$ cat src/rtl/tcm_wait_pkg.sv
package tcm_wait_pkg;
    typedef enum logic {
        PH_IDLE   = 1'b0,
        PH_SECOND = 1'b1
    } tcm_phase_e;

    typedef enum logic {
        MODE_FAST = 1'b0,
        MODE_WAIT = 1'b1
    } tcm_mode_e;
endpackage

$ cat src/rtl/tcm_wait_seq.sv
module tcm_wait_seq
    import tcm_wait_pkg::*;
#(
    parameter int AW = 12,
    parameter int DW = 32
) (
    input  logic          clk,
    input  logic          rst_n,
    input  logic          rd_mode,
    input  logic          wr_mode,
    input  logic          req_valid,
    input  logic          req_we,
    input  logic [AW-1:0] req_addr,
    input  logic [DW-1:0] req_wdata,
    output logic          start_o,
    output logic          second_o,
    output logic          strobe_o,
    output logic          we_o,
    output logic          ready_o,
    output logic          rsp_o,
    output logic [AW-1:0] addr_o,
    output logic [DW-1:0] wdata_o
);
    typedef struct packed {
        tcm_phase_e    phase;
        logic [AW-1:0] addr;
        logic [DW-1:0] wdata;
        logic          we;
        logic          rsp;
    } seq_st_t;

    seq_st_t   st_d, st_q;
    tcm_mode_e sel_mode;
    logic      start_c, strobe_c, ready_c, we_c;

    always_comb begin
        st_d     = st_q;
        start_c  = 1'b0;
        strobe_c = 1'b0;
        ready_c  = 1'b0;
        we_c     = req_we;
        // mode is sampled only when a new access begins
        sel_mode = tcm_mode_e'(req_we ? wr_mode : rd_mode);
        case (st_q.phase)
            PH_IDLE: begin
                start_c = req_valid;
                if (req_valid) begin
                    if (sel_mode == MODE_WAIT) begin
                        st_d.phase = PH_SECOND;
                        st_d.addr  = req_addr;
                        st_d.wdata = req_wdata;
                        st_d.we    = req_we;
                    end else begin
                        strobe_c = 1'b1;
                        ready_c  = 1'b1;
                    end
                end
            end
            PH_SECOND: begin
                strobe_c   = 1'b1;
                ready_c    = 1'b1;
                we_c       = st_q.we;
                st_d.phase = PH_IDLE;
            end
        endcase
        st_d.rsp = strobe_c & ~we_c;
    end

    always_ff @(posedge clk) begin
        if (!rst_n) st_q <= '0;
        else        st_q <= st_d;
    end

    assign start_o  = start_c;
    assign second_o = (st_q.phase == PH_SECOND);
    assign strobe_o = strobe_c;
    assign we_o     = we_c;
    assign ready_o  = ready_c;
    assign rsp_o    = st_q.rsp;
    assign addr_o   = st_q.addr;
    assign wdata_o  = st_q.wdata;
endmodule

$ cat src/rtl/tcm_wait_ramif.sv
module tcm_wait_ramif #(
    parameter int AW = 12,
    parameter int DW = 32
) (
    input  logic          second,
    input  logic          strobe,
    input  logic          we_eff,
    input  logic [AW-1:0] req_addr,
    input  logic [DW-1:0] req_wdata,
    input  logic [AW-1:0] hold_addr,
    input  logic [DW-1:0] hold_wdata,
    output logic          ram_ce,
    output logic          ram_we,
    output logic [AW-1:0] ram_addr,
    output logic [DW-1:0] ram_wdata
);
    always_comb begin
        ram_ce    = strobe;
        ram_we    = strobe & we_eff;
        ram_addr  = second ? hold_addr  : req_addr;
        ram_wdata = second ? hold_wdata : req_wdata;
    end
endmodule

$ cat src/rtl/tcm_wait_clkgate.sv
module tcm_wait_clkgate (
    input  logic force_on,
    input  logic start,
    input  logic second,
    output logic clk_en
);
    assign clk_en = force_on | start | second;
endmodule

$ cat src/rtl/tcm_wait_ctrl.sv
module tcm_wait_ctrl #(
    parameter int AW = 12,
    parameter int DW = 32
) (
    input  logic          clk,
    input  logic          rst_n,
    input  logic          cfg_rd_mode,
    input  logic          cfg_wr_mode,
    input  logic          cfg_force_clk,
    input  logic          req_valid,
    input  logic          req_we,
    input  logic [AW-1:0] req_addr,
    input  logic [DW-1:0] req_wdata,
    output logic          req_ready,
    output logic          rsp_valid,
    output logic [DW-1:0] rsp_rdata,
    output logic          ram_clk_en,
    output logic          ram_ce,
    output logic          ram_we,
    output logic [AW-1:0] ram_addr,
    output logic [DW-1:0] ram_wdata,
    input  logic [DW-1:0] ram_rdata
);
    logic          start, second, strobe, we_eff;
    logic [AW-1:0] hold_addr;
    logic [DW-1:0] hold_wdata;

    tcm_wait_seq #(.AW(AW), .DW(DW)) u_seq (
        .clk       (clk),
        .rst_n     (rst_n),
        .rd_mode   (cfg_rd_mode),
        .wr_mode   (cfg_wr_mode),
        .req_valid (req_valid),
        .req_we    (req_we),
        .req_addr  (req_addr),
        .req_wdata (req_wdata),
        .start_o   (start),
        .second_o  (second),
        .strobe_o  (strobe),
        .we_o      (we_eff),
        .ready_o   (req_ready),
        .rsp_o     (rsp_valid),
        .addr_o    (hold_addr),
        .wdata_o   (hold_wdata)
    );

    tcm_wait_ramif #(.AW(AW), .DW(DW)) u_ramif (
        .second     (second),
        .strobe     (strobe),
        .we_eff     (we_eff),
        .req_addr   (req_addr),
        .req_wdata  (req_wdata),
        .hold_addr  (hold_addr),
        .hold_wdata (hold_wdata),
        .ram_ce     (ram_ce),
        .ram_we     (ram_we),
        .ram_addr   (ram_addr),
        .ram_wdata  (ram_wdata)
    );

    tcm_wait_clkgate u_clkgate (
        .force_on (cfg_force_clk),
        .start    (start),
        .second   (second),
        .clk_en   (ram_clk_en)
    );

    assign rsp_rdata = ram_rdata;
endmodule

$ cat config.mk
export PLATFORM = sky130hd
export DESIGN_NAME = tcm_wait_ctrl
export DESIGN_NICKNAME = d
export VERILOG_FILES = /design/src/rtl/tcm_wait_pkg.sv /design/src/rtl/tcm_wait_seq.sv /design/src/rtl/tcm_wait_ramif.sv /design/src/rtl/tcm_wait_clkgate.sv /design/src/rtl/tcm_wait_ctrl.sv
export SDC_FILE = /design/constraint.sdc
export NUM_CORES = 1
export LEC_CHECK = 0
export BUFFER_PORTS_ARGS = -buffer_cell sky130_fd_sc_hd__buf_2
export CAP_MARGIN = 20
export CELL_PAD_IN_SITES_DETAIL_PLACEMENT = 1
export CELL_PAD_IN_SITES_GLOBAL_PLACEMENT = 2
export CORE_MARGIN = 3
export CORE_UTILIZATION = 28
export DETAILED_ROUTE_END_ITERATION = 16
export PLACE_DENSITY_LB_ADDON = 0.1
export SYNTH_ARGS = -nofsm -noshare
export SYNTH_HDL_FRONTEND = slang
export SYNTH_HIERARCHICAL = 1
export SYNTH_SLANG_ARGS = --single-unit
$ cat constraint.sdc
create_clock -name clk -period 2.9 [get_ports clk]
set_input_delay 0.29 -clock clk [delete_from_list [all_inputs] [get_ports clk]]
set_output_delay 0.29 -clock clk [all_outputs]
set_load 0.01 [all_outputs]
Word level (Yosys, flattened, before mapping)
Index checks and enable logic that the tools add are counted.

cells by class
  muxes and demuxes = 11
  bitwise operators = 6
  reduce and logical (&&, ||, !) cells = 1

operators by type and width
  cell                             count
  2-to-1 mux 46 bit                2
  2-to-1 mux 32 bit                1
  2-to-1 mux 12 bit                1
  2-to-1 mux 1 bit                 5
  case mux 1 bit (2 select lines)  2
  AND reduction 3 bit              1
  bitwise AND 1 bit                2
  NOT 1 bit                        2
  bitwise OR 1 bit                 2

storage, ports and cells
  register bits after elaboration = 47
  input port bits = 83
  output and inout bits = 81

Depth between registers and ports, before layout
Gate-level depths: netlist of run 1.

  depth in word-level cells = 5
  gate-level depth with buffers = 5

Hierarchy
Netlist of run 1, hierarchy kept.

by module, submodules not included
  module            instances  cells an instance  area an instance (sq um)  sequential area each (sq um)
  tcm_wait_seq      1          252                2,267.2                   940.9
  tcm_wait_ramif    1          51                 750.7                     0.0
  tcm_wait_ctrl     1          32                 240.2                     0.0
  tcm_wait_clkgate  1          1                  6.3                       0.0

Worst setup path after synthesis of run 1
No wires, ideal clock.

  path kind = reg2out
  start point = register u_seq.st_q, in the netlist u_seq/second_o
  end point = output ram_addr[10]
  arrival time = 1.068 ns
  data required time = 2.610 ns
  slack = 1.542 ns
  cell stages (with the launch flop) = 4
  buffers on the path = 2
  cell sequence = dfxtp_1 buf_6 buf_12 mux2_4

between the ends
  word-level cells in the longest chain between the ends = 1

RTL lines
  what                    RTL line              text
  start, declared         tcm_wait_seq.sv:32    seq_st_t st_d, st_q;
  start signal, assigned  tcm_wait_seq.sv:71    else st_q <= st_d;
  2-to-1 mux 12 bit       tcm_wait_ramif.sv:20  ram_addr = second ? hold_addr : req_addr;
  end, declared           tcm_wait_ctrl.sv:20   output logic [AW-1:0] ram_addr,

No other way between the ends.

Worst setup path in the final report of run 1
  start point = register u_seq.st_q, in the netlist u_seq/second_o
  end point = output ram_wdata[30]

between the ends
  word-level cells in the longest chain between the ends = 1

RTL lines
  what               RTL line              text
  2-to-1 mux 32 bit  tcm_wait_ramif.sv:21  ram_wdata = second ? hold_wdata : req_wdata;
  end, declared      tcm_wait_ctrl.sv:21   output logic [DW-1:0] ram_wdata,

No other way between the ends.

==> results of run 1 <==
cells in the final DEF, fill, tap and decap left out, types with 4 or more instances in the layout:
cell	netlist	layout
buf_4	78	4
mux2i_1	45	45
buf_2	2	99
clkbuf_16	0	5
mux2_2	4	4
nand2_1	89	89
mux2_4	40	40
dfxtp_1	47	46
cell families after synthesis:
logic type	share of synthesized area
AO/OA/AOI/OAI	0.00958
buffers and inverters	0.250
flip-flops	0.288
multiplexers	0.336
AND/OR/NAND/NOR	0.117
worst max-delay path by stage:
stage,start,to,slack (ns),cells after the start
2_1_floorplan,u_seq/second_o,ram_addr[10],1.54,3
3_3_place_gp,u_seq/second_o,ram_wdata[22],1.04,3
3_5_place_dp,u_seq/second_o,ram_wdata[25],1.03,3
4_1_cts,u_seq/second_o,ram_wdata[27],0.71,3
5_1_grt,u_seq/second_o,ram_wdata[26],0.66,3
6_report,u_seq/second_o,ram_wdata[30],0.76,3
power groups by stage:
stage	Clock (W)	Combinational [W]	Sequential (W)
after floorplan	0	0.000335	0.000712
after global placement	0	0.000324	0.000728
after detailed placement	0	0.000328	0.000728
after CTS	0.000596	0.000329	0.000714
after global routing	0.000629	0.000356	0.000719
final	0.000565	0.000319	0.000712
layer usage:
| layer | vias to the layer above | wire (um) | GRT usage |
|---|---|---|---|
| li1 | 1041 | - | - |
| met5 | - | 0 | 0 |
| met3 | 12 | 467 | 0.0297 |
| met2 | 82 | 3230 | 0.182 |
| met4 | 0 | 86 | 0.0364 |
| met1 | 968 | 2940 | 0.131 |
cell type report:
| class | count | area, sq um | area share |
|---|---|---|---|
| clock inverters | 2 | 12.5 | 0.00376 |
| clock buffers | 6 | 129 | 0.0387 |
| well taps | 140 | 175 | 0.0526 |
| flip-flops and latches | 47 | 945 | 0.284 |
| repair buffers | 104 | 546 | 0.164 |
| inverters | 2 | 7.51 | 0.00225 |
| multi-input cells | 189 | 1520 | 0.455 |
state kept, by name, indices dropped and copies added, names as in the netlist:
name	flops
u_seq/addr_o	12
u_seq/rsp_o	1
u_seq/second_o	1
u_seq/st_q	1
u_seq/wdata_o	32
through the flow:
stage                     worst slack, ns  cells
after floorplan                      1.54    336
after global placement               1.04    482
after detailed placement             1.03    482
after CTS                           0.713    490
after global routing                0.655    490
final                               0.760    490
==> metrics.cfg, run 1 <==
[power_and_ir_drop]
power_w=0.00160
power_switching_w=0.000423
pwr-share-seq=0.446
p_leak_nw=1.54
combPwrFrac=0.200
ir_drop_uv=188
internal_power_w=0.00117
p_sw_frac=0.265
clock_power_share=0.354
powerDensity_nw_per_um2=480

[placement]
dp_hpwl_um=4760
post_dp_cell_area_sq_um=3190
numPortBuffers=99
place.gp.congestion=0.669

[clock_network]
root_buffer=clkbuf_16
worstSkewPairLatency_ns=0.29
cts_buffers=5
post_cts_buffers=0
cts_tree=yes
htreeDepth=2
cts_sinks=47
cts_buffer_depth=2
post_cts_resize_count=0
cts_hold_buffers=0
clk_pin_slew_ns=0.06

[global_routing]
grt_antenna_before_repair=0
track_usage=0.108
grt_pass1_vias=2261
grt-ovfl-total=0
grt_max_degree=46
grt_pass1_wl_um=11400

[route]
viasPerCell=4.29
final_antenna_net_count=0
drt-initial-drc-count=50
dr.pass1.iters=4
drc=0
routed_wl_um=6730
post_drt_wl_per_cell_um=13.7
vias=2103

[timing]
finalSetupViolations=0
max_freq_ghz=0.467
timing.final.crit_share=0.738
maxSlewHeadroom=0.560
clock_skew_ns=0.00591
final_hold_viol_count=0
rsz0062_at_grt=false
fin_tns_setup_ns=0
finalMaxSlewViolations=0
tightest_slew_ns=0.660
hold_ws_ns=0.222
period_needed_ns=2.14

[logic_synthesis]
ys_top_cells_by_area=dfxtp_1 (29%), mux2_4 (18%), buf_4 (18%), mux2i_1 (14%), nand2_1 (10%)
syn-num-nets=419
synthMostInstantiatedCell=nand2_1
synth.top_cells.by_count=nand2_1 (89), buf_4 (78), dfxtp_1 (47), mux2i_1 (45), mux2_4 (40)
netlist_instances=336
synth_area_sq_um=3260
synthArstFlopShare=0
ys_seq_elements=47
yosysSeqAreaShare=0.288
synthDistinctLibCells=20
ys.flop_type=dfxtp_1
synth_edf_count=0
yosys_warnings=6
yosys.area.top_type=dfxtp_1
netlist.area_leader.share=0.288
syn_avg_cell_area_sq_um=9.72

[floorplan]
coreArea_sq_um=11100
dieArea_sq_um=13000
die_width_um=114
io_pins=164
dieHeight_um=114
rows=38
initial_core_util=0.293

[critical_path]
crit_family=flip-flops
r2r-end=u_seq/wdata_o[8]
path_class=flop to primary output
r2r-start=u_seq/second_o
r2r_slack_ns=1.29
path_max_fanout=36
critPathMaxStageDelay_ns=0.79
startpoint_type=flop
critPathCaptureType=primary output
cp.required_ns=2.61
r2r_cells=4
cp.arrival_ns=1.85
cp_cell_sequence=buf_4 > mux2_4 > buf_2
critPathBufInv=2
slowest_stage=dfxtp_4

[cells_and_area]
fill_cells=1332
drive_gt1_frac=0.451
fin_util=0.299
fin_area_sq_um=3330
area_growth_pct=1.99
nets=432
diodes=0

[outcome]
outcome=completed

[worst_hold_path]
holdCritStartpoint=cfg_rd_mode
hold_depth=2
hold-path-endpoint=u_seq/st_q[1]
hold_class=input pin to flop

[run]
maxCapViolCount=0

Power figures use the tool's default switching activity.
==> inputs of run 2 (changes only) <==
--- a/config.mk
+++ b/config.mk
@@ -10,7 +10,7 @@
 export CELL_PAD_IN_SITES_DETAIL_PLACEMENT = 1
 export CELL_PAD_IN_SITES_GLOBAL_PLACEMENT = 2
 export CORE_MARGIN = 3
-export CORE_UTILIZATION = 28
+export CORE_UTILIZATION = 26
 export DETAILED_ROUTE_END_ITERATION = 16
 export PLACE_DENSITY_LB_ADDON = 0.1
 export SYNTH_ARGS = -nofsm -noshare
==> constraint.sdc (replaced) <==
create_clock -name clk -period 2 [get_ports clk]
set_input_delay 0.2 -clock clk [delete_from_list [all_inputs] [get_ports clk]]
set_output_delay 0.2 -clock clk [all_outputs]
set_load 0.01 [all_outputs]
==> run 2 against run 1 <==
Sequential power increased by 45%. First-iteration DRC count increased by 6.0%. Clock skew decreased by 0.0011 ns. Clock power increased by 41%. Hold slack got worse by 0.098 ns. Critical path type unchanged.
==> metrics.cfg, run 2 (synthesis results as in run 1) <==
[outcome]
outcome=completed

[route]
dr.pass1.iters=2
vias=2091
post_drt_wl_per_cell_um=13.4
routed_wl_um=6950
final_antenna_net_count=0
viasPerCell=4.02
drc=0
drt-initial-drc-count=53

[clock_network]
cts_buffers=5
root_buffer=clkbuf_16
cts_hold_buffers=0
post_cts_resize_count=0
htreeDepth=2
worstSkewPairLatency_ns=0.28
clk_pin_slew_ns=0.07
cts_buffer_depth=2
cts_sinks=47
cts_tree=yes
post_cts_buffers=0

[placement]
dp_hpwl_um=5040
numPortBuffers=99
place.gp.congestion=0.678
dp_slack_ns=0.522

[timing]
max_freq_ghz=0.564
clock_skew_ns=0.00484
fin_tns_setup_ns=0
hold_ws_ns=0.125
final_hold_viol_count=0
rsz0062_at_grt=false
period_needed_ns=1.77
finalMaxSlewViolations=0
finalSetupViolations=0
tightest_slew_ns=0.461
setup_slack_ns=0.228
maxSlewHeadroom=0.693
timing.final.crit_share=0.886

[critical_path]
path_max_fanout=17
r2r_slack_ns=0.60
r2r_cells=4
cp.arrival_ns=1.57
path_class=flop to primary output
r2r-end=u_seq/wdata_o[13]
r2r-start=u_seq/second_o
cp.required_ns=1.80
startpoint_type=flop
critPathCaptureType=primary output

[power_and_ir_drop]
powerDensity_nw_per_um2=676
ir_drop_uv=307
p_leak_nw=1.56

[cells_and_area]
drive_gt1_frac=0.452
largest_reg_flops=32
diodes=0
final_cell_mix=buf_2 (99), nand2_1 (89), dfxtp_1 (46)
area_growth_pct=4.64
nets=435
final_common_cell=buf_2

[global_routing]
grt-ovfl-total=0
grt_max_degree=49
grt_pass1_wl_um=11300
track_usage=0.0998
grt_antenna_before_repair=1
grt_pass1_vias=2172

[floorplan]
dieArea_sq_um=13900
io_pins=164
coreArea_sq_um=12200
die_width_um=118
rows=40
initial_core_util=0.268
dieHeight_um=118

[worst_hold_path]
hold-path-endpoint=u_seq/st_q[1]
holdCritStartpoint=cfg_rd_mode
hold_depth=2
hold_class=input pin to flop

[run]
maxCapViolCount=0

## run 2: final cells by class
type,count,area [sq um]
Inverter,2,7.51
Clock buffer,7,133
Multi-Input combinational cell,189,1520
Timing Repair Buffer,107,606
Tap cell,168,210
Sequential cell,47,945
Fill cell,1422,8750
## run 2: worst max path at each step
stage / from / end / cells after the start
floorplan: u_seq/second_o / ram_addr[10] / 3
CTS: u_seq/second_o / ram_wdata[31] / 3
global placement: u_seq/second_o / ram_wdata[31] / 3
global route: u_seq/second_o / ram_addr[11] / 3
detailed placement: u_seq/second_o / ram_wdata[31] / 3
finish: u_seq/second_o / ram_wdata[31] / 3
## run 2: metal layers
| metal | vias up | routed length [um] | GRT usage |
|---|---|---|---|
| li1 | 1041 | - | - |
| met5 | - | 20 | 0 |
| met4 | 2 | 118 | 0.0388 |
| met1 | 963 | 2980 | 0.114 |
| met2 | 71 | 3320 | 0.170 |
| met3 | 14 | 509 | 0.0356 |
## run 2: stage by stage
step | total power (W) | area (sq um) | utilization | cells
after CTS | 0.00238 | 3420 | 0.281 | 520
after global placement | 0.00154 | 3280 | 0.270 | 513
after floorplan | 0.00152 | 3260 | - | 336
after detailed placement | 0.00155 | 3280 | 0.270 | 513
final | 0.00231 | 3420 | 0.281 | 520
after global routing | 0.00247 | 3420 | 0.281 | 520
## run 2: where the power goes
part | internal, W | switching (W)
Sequential | 0.000989 | 0.0000357
Combinational | 0.000263 | 0.000223
Clock | 0.000458 | 0.000339
## run 2: worst max-delay path, cell delays in order (launching register included)
cell and delay, ns:
dfxtp_4 0.56, buf_12 0.23, mux2_2 0.34, buf_2 0.14
==> inputs of run 3 (changes only) <==
--- a/config.mk
+++ b/config.mk
@@ -12,7 +12,7 @@
 export CORE_MARGIN = 3
 export CORE_UTILIZATION = 26
 export DETAILED_ROUTE_END_ITERATION = 16
-export PLACE_DENSITY_LB_ADDON = 0.1
+export PLACE_DENSITY_LB_ADDON = 0.12
 export SYNTH_ARGS = -nofsm -noshare
 export SYNTH_HDL_FRONTEND = slang
 export SYNTH_HIERARCHICAL = 1
==> run 3 against run 2 <==
Combinational power is essentially flat. Clock skew down 0.0011 ns. Non-clock buffer count is 1 lower. Clock power up 5.8%. Wire length fell by 0.50%. Clock-buffer cell count down 1. Global-route usage fell by 0.053 points. Flip-flop and latch count stayed put. Utilization about the same. Power increased by 1.9%. Highest routed layer unchanged.
==> metrics.cfg, run 3 (synthesis results as in run 1) <==
[cells_and_area]
fin_area_sq_um=3420
drive_gt1_frac=0.456
fill_cells=1419
final_cell_mix=buf_2 (99), nand2_1 (89), dfxtp_1 (46)
fin_util=0.281
multiInputGateArea_sq_um=1520
largest_reg_flops=32
final_common_cell=buf_2
nets=434
diodes=0
seq_area_sq_um=945
area_growth_pct=4.75

[worst_hold_path]
hold_class=input pin to flop
holdCritStartpoint=cfg_rd_mode

[global_routing]
grt_pass1_wl_um=11300
grt_pass1_vias=2215
grt_max_degree=48
grt_antenna_before_repair=1
grt-ovfl-total=0
track_usage=0.0993

[timing]
maxSlewHeadroom=0.716
fin_tns_setup_ns=0
clock_skew_ns=0.00379
finalMaxSlewViolations=0
final_hold_viol_count=0
rsz0062_at_grt=false
max_freq_ghz=0.567
tightest_slew_ns=0.427
timing.final.crit_share=0.881
period_needed_ns=1.76
finalSetupViolations=0

[clock_network]
cts_sinks=47
htreeDepth=2
cts_tree=yes
post_cts_buffers=0
root_buffer=clkbuf_16
post_cts_resize_count=0
clk_pin_slew_ns=0.06
cts_hold_buffers=0
cts_buffers=5
cts_buffer_depth=2
worstSkewPairLatency_ns=0.29

[placement]
dp_hpwl_um=5090
numPortBuffers=99
post_dp_cell_area_sq_um=3280
place.gp.congestion=0.705

[critical_path]
endpoint=ram_wdata[31]
cp.required_ns=1.80
cp.arrival_ns=1.56
startpoint_type=flop
r2r-start=u_seq/second_o
critPathMaxStageDelay_ns=0.53
slowest_stage=dfxtp_4
critPathCaptureType=primary output
path_class=flop to primary output
r2r-end=u_seq/addr_o[3]
r2r_slack_ns=0.58
cp_cell_sequence=buf_12 > mux2_2 > buf_2
crit_path_start=u_seq/second_o
path_max_fanout=22
r2r_cells=4

[floorplan]
rows=40
coreArea_sq_um=12200
initial_core_util=0.268
dieArea_sq_um=13900
io_pins=164
dieHeight_um=118
die_width_um=118

[route]
viasPerCell=4.06
routed_wl_um=6920
dr.pass1.iters=3
final_antenna_net_count=0
post_drt_wl_per_cell_um=13.3
drc=0
drt-initial-drc-count=51
vias=2109

[power_and_ir_drop]
pwr-share-seq=0.435
power_switching_w=0.000613
clock_power_share=0.358
p_leak_nw=1.57
internal_power_w=0.00174
powerDensity_nw_per_um2=688
p_sw_frac=0.260
ir_drop_uv=282
combPwrFrac=0.207

[run]
maxCapViolCount=0

[outcome]
outcome=completed

[run 3: area by class of cell]
class,instances,area share
multi-input combinational,189,0.443
tap,168,0.0615
inverter,2,0.00220
clock inverter,1,0.00146
timing repair buffer,106,0.175
sequential,47,0.276
clock buffer,6,0.0406
[run 3: metal layers]
metal,track usage,wire [um],up-vias
met5,0,20,-
met1,0.114,2940,977
li1,-,-,1039
met3,0.0432,567,16
met2,0.167,3300,75
met4,0.0308,96,2
[run 3: how the worst min path moves through the flow]
stage | endpoint | slack (ns) | cells past startpoint
floorplan | u_seq/st_q[1] | 0.31 | 1
global placement | rsp_rdata[3] | 0.40 | 0
detailed placement | rsp_rdata[3] | 0.40 | 0
CTS | u_seq/st_q[1] | 0.12 | 2
global route | u_seq/st_q[1] | 0.14 | 2
finish | u_seq/st_q[1] | 0.13 | 2
[run 3: power by group through the flow]
stage / sequential (W) / combinational [W] / clock (W)
finish: 0.00102 / 0.000486 / 0.000843
global route: 0.00103 / 0.000536 / 0.000930
CTS: 0.00103 / 0.000501 / 0.000897
detailed placement: 0.00105 / 0.000499 / 0
global placement: 0.00104 / 0.000494 / 0
floorplan: 0.00103 / 0.000485 / 0
[run 3: metrics by stage]
| step | hold slack [ns] | total power [W] | setup WS (ns) | std cells |
|---|---|---|---|---|
| floorplan | 0.313 | 0.00152 | 0.732 | 336 |
| global placement | 0.400 | 0.00154 | 0.522 | 512 |
| detailed placement | 0.400 | 0.00155 | 0.512 | 512 |
| CTS | 0.121 | 0.00242 | 0.190 | 519 |
| global route | 0.136 | 0.00250 | 0.138 | 519 |
| finish | 0.129 | 0.00235 | 0.237 | 519 |
[run 3: critical path, delay by kind of cell (launching register included)]
| kind | cells | cell delay [ns] |
|---|---|---|
| buffers and inverters | 2 | 0.39 |
| muxes | 1 | 0.35 |
| DFF | 1 | 0.53 |
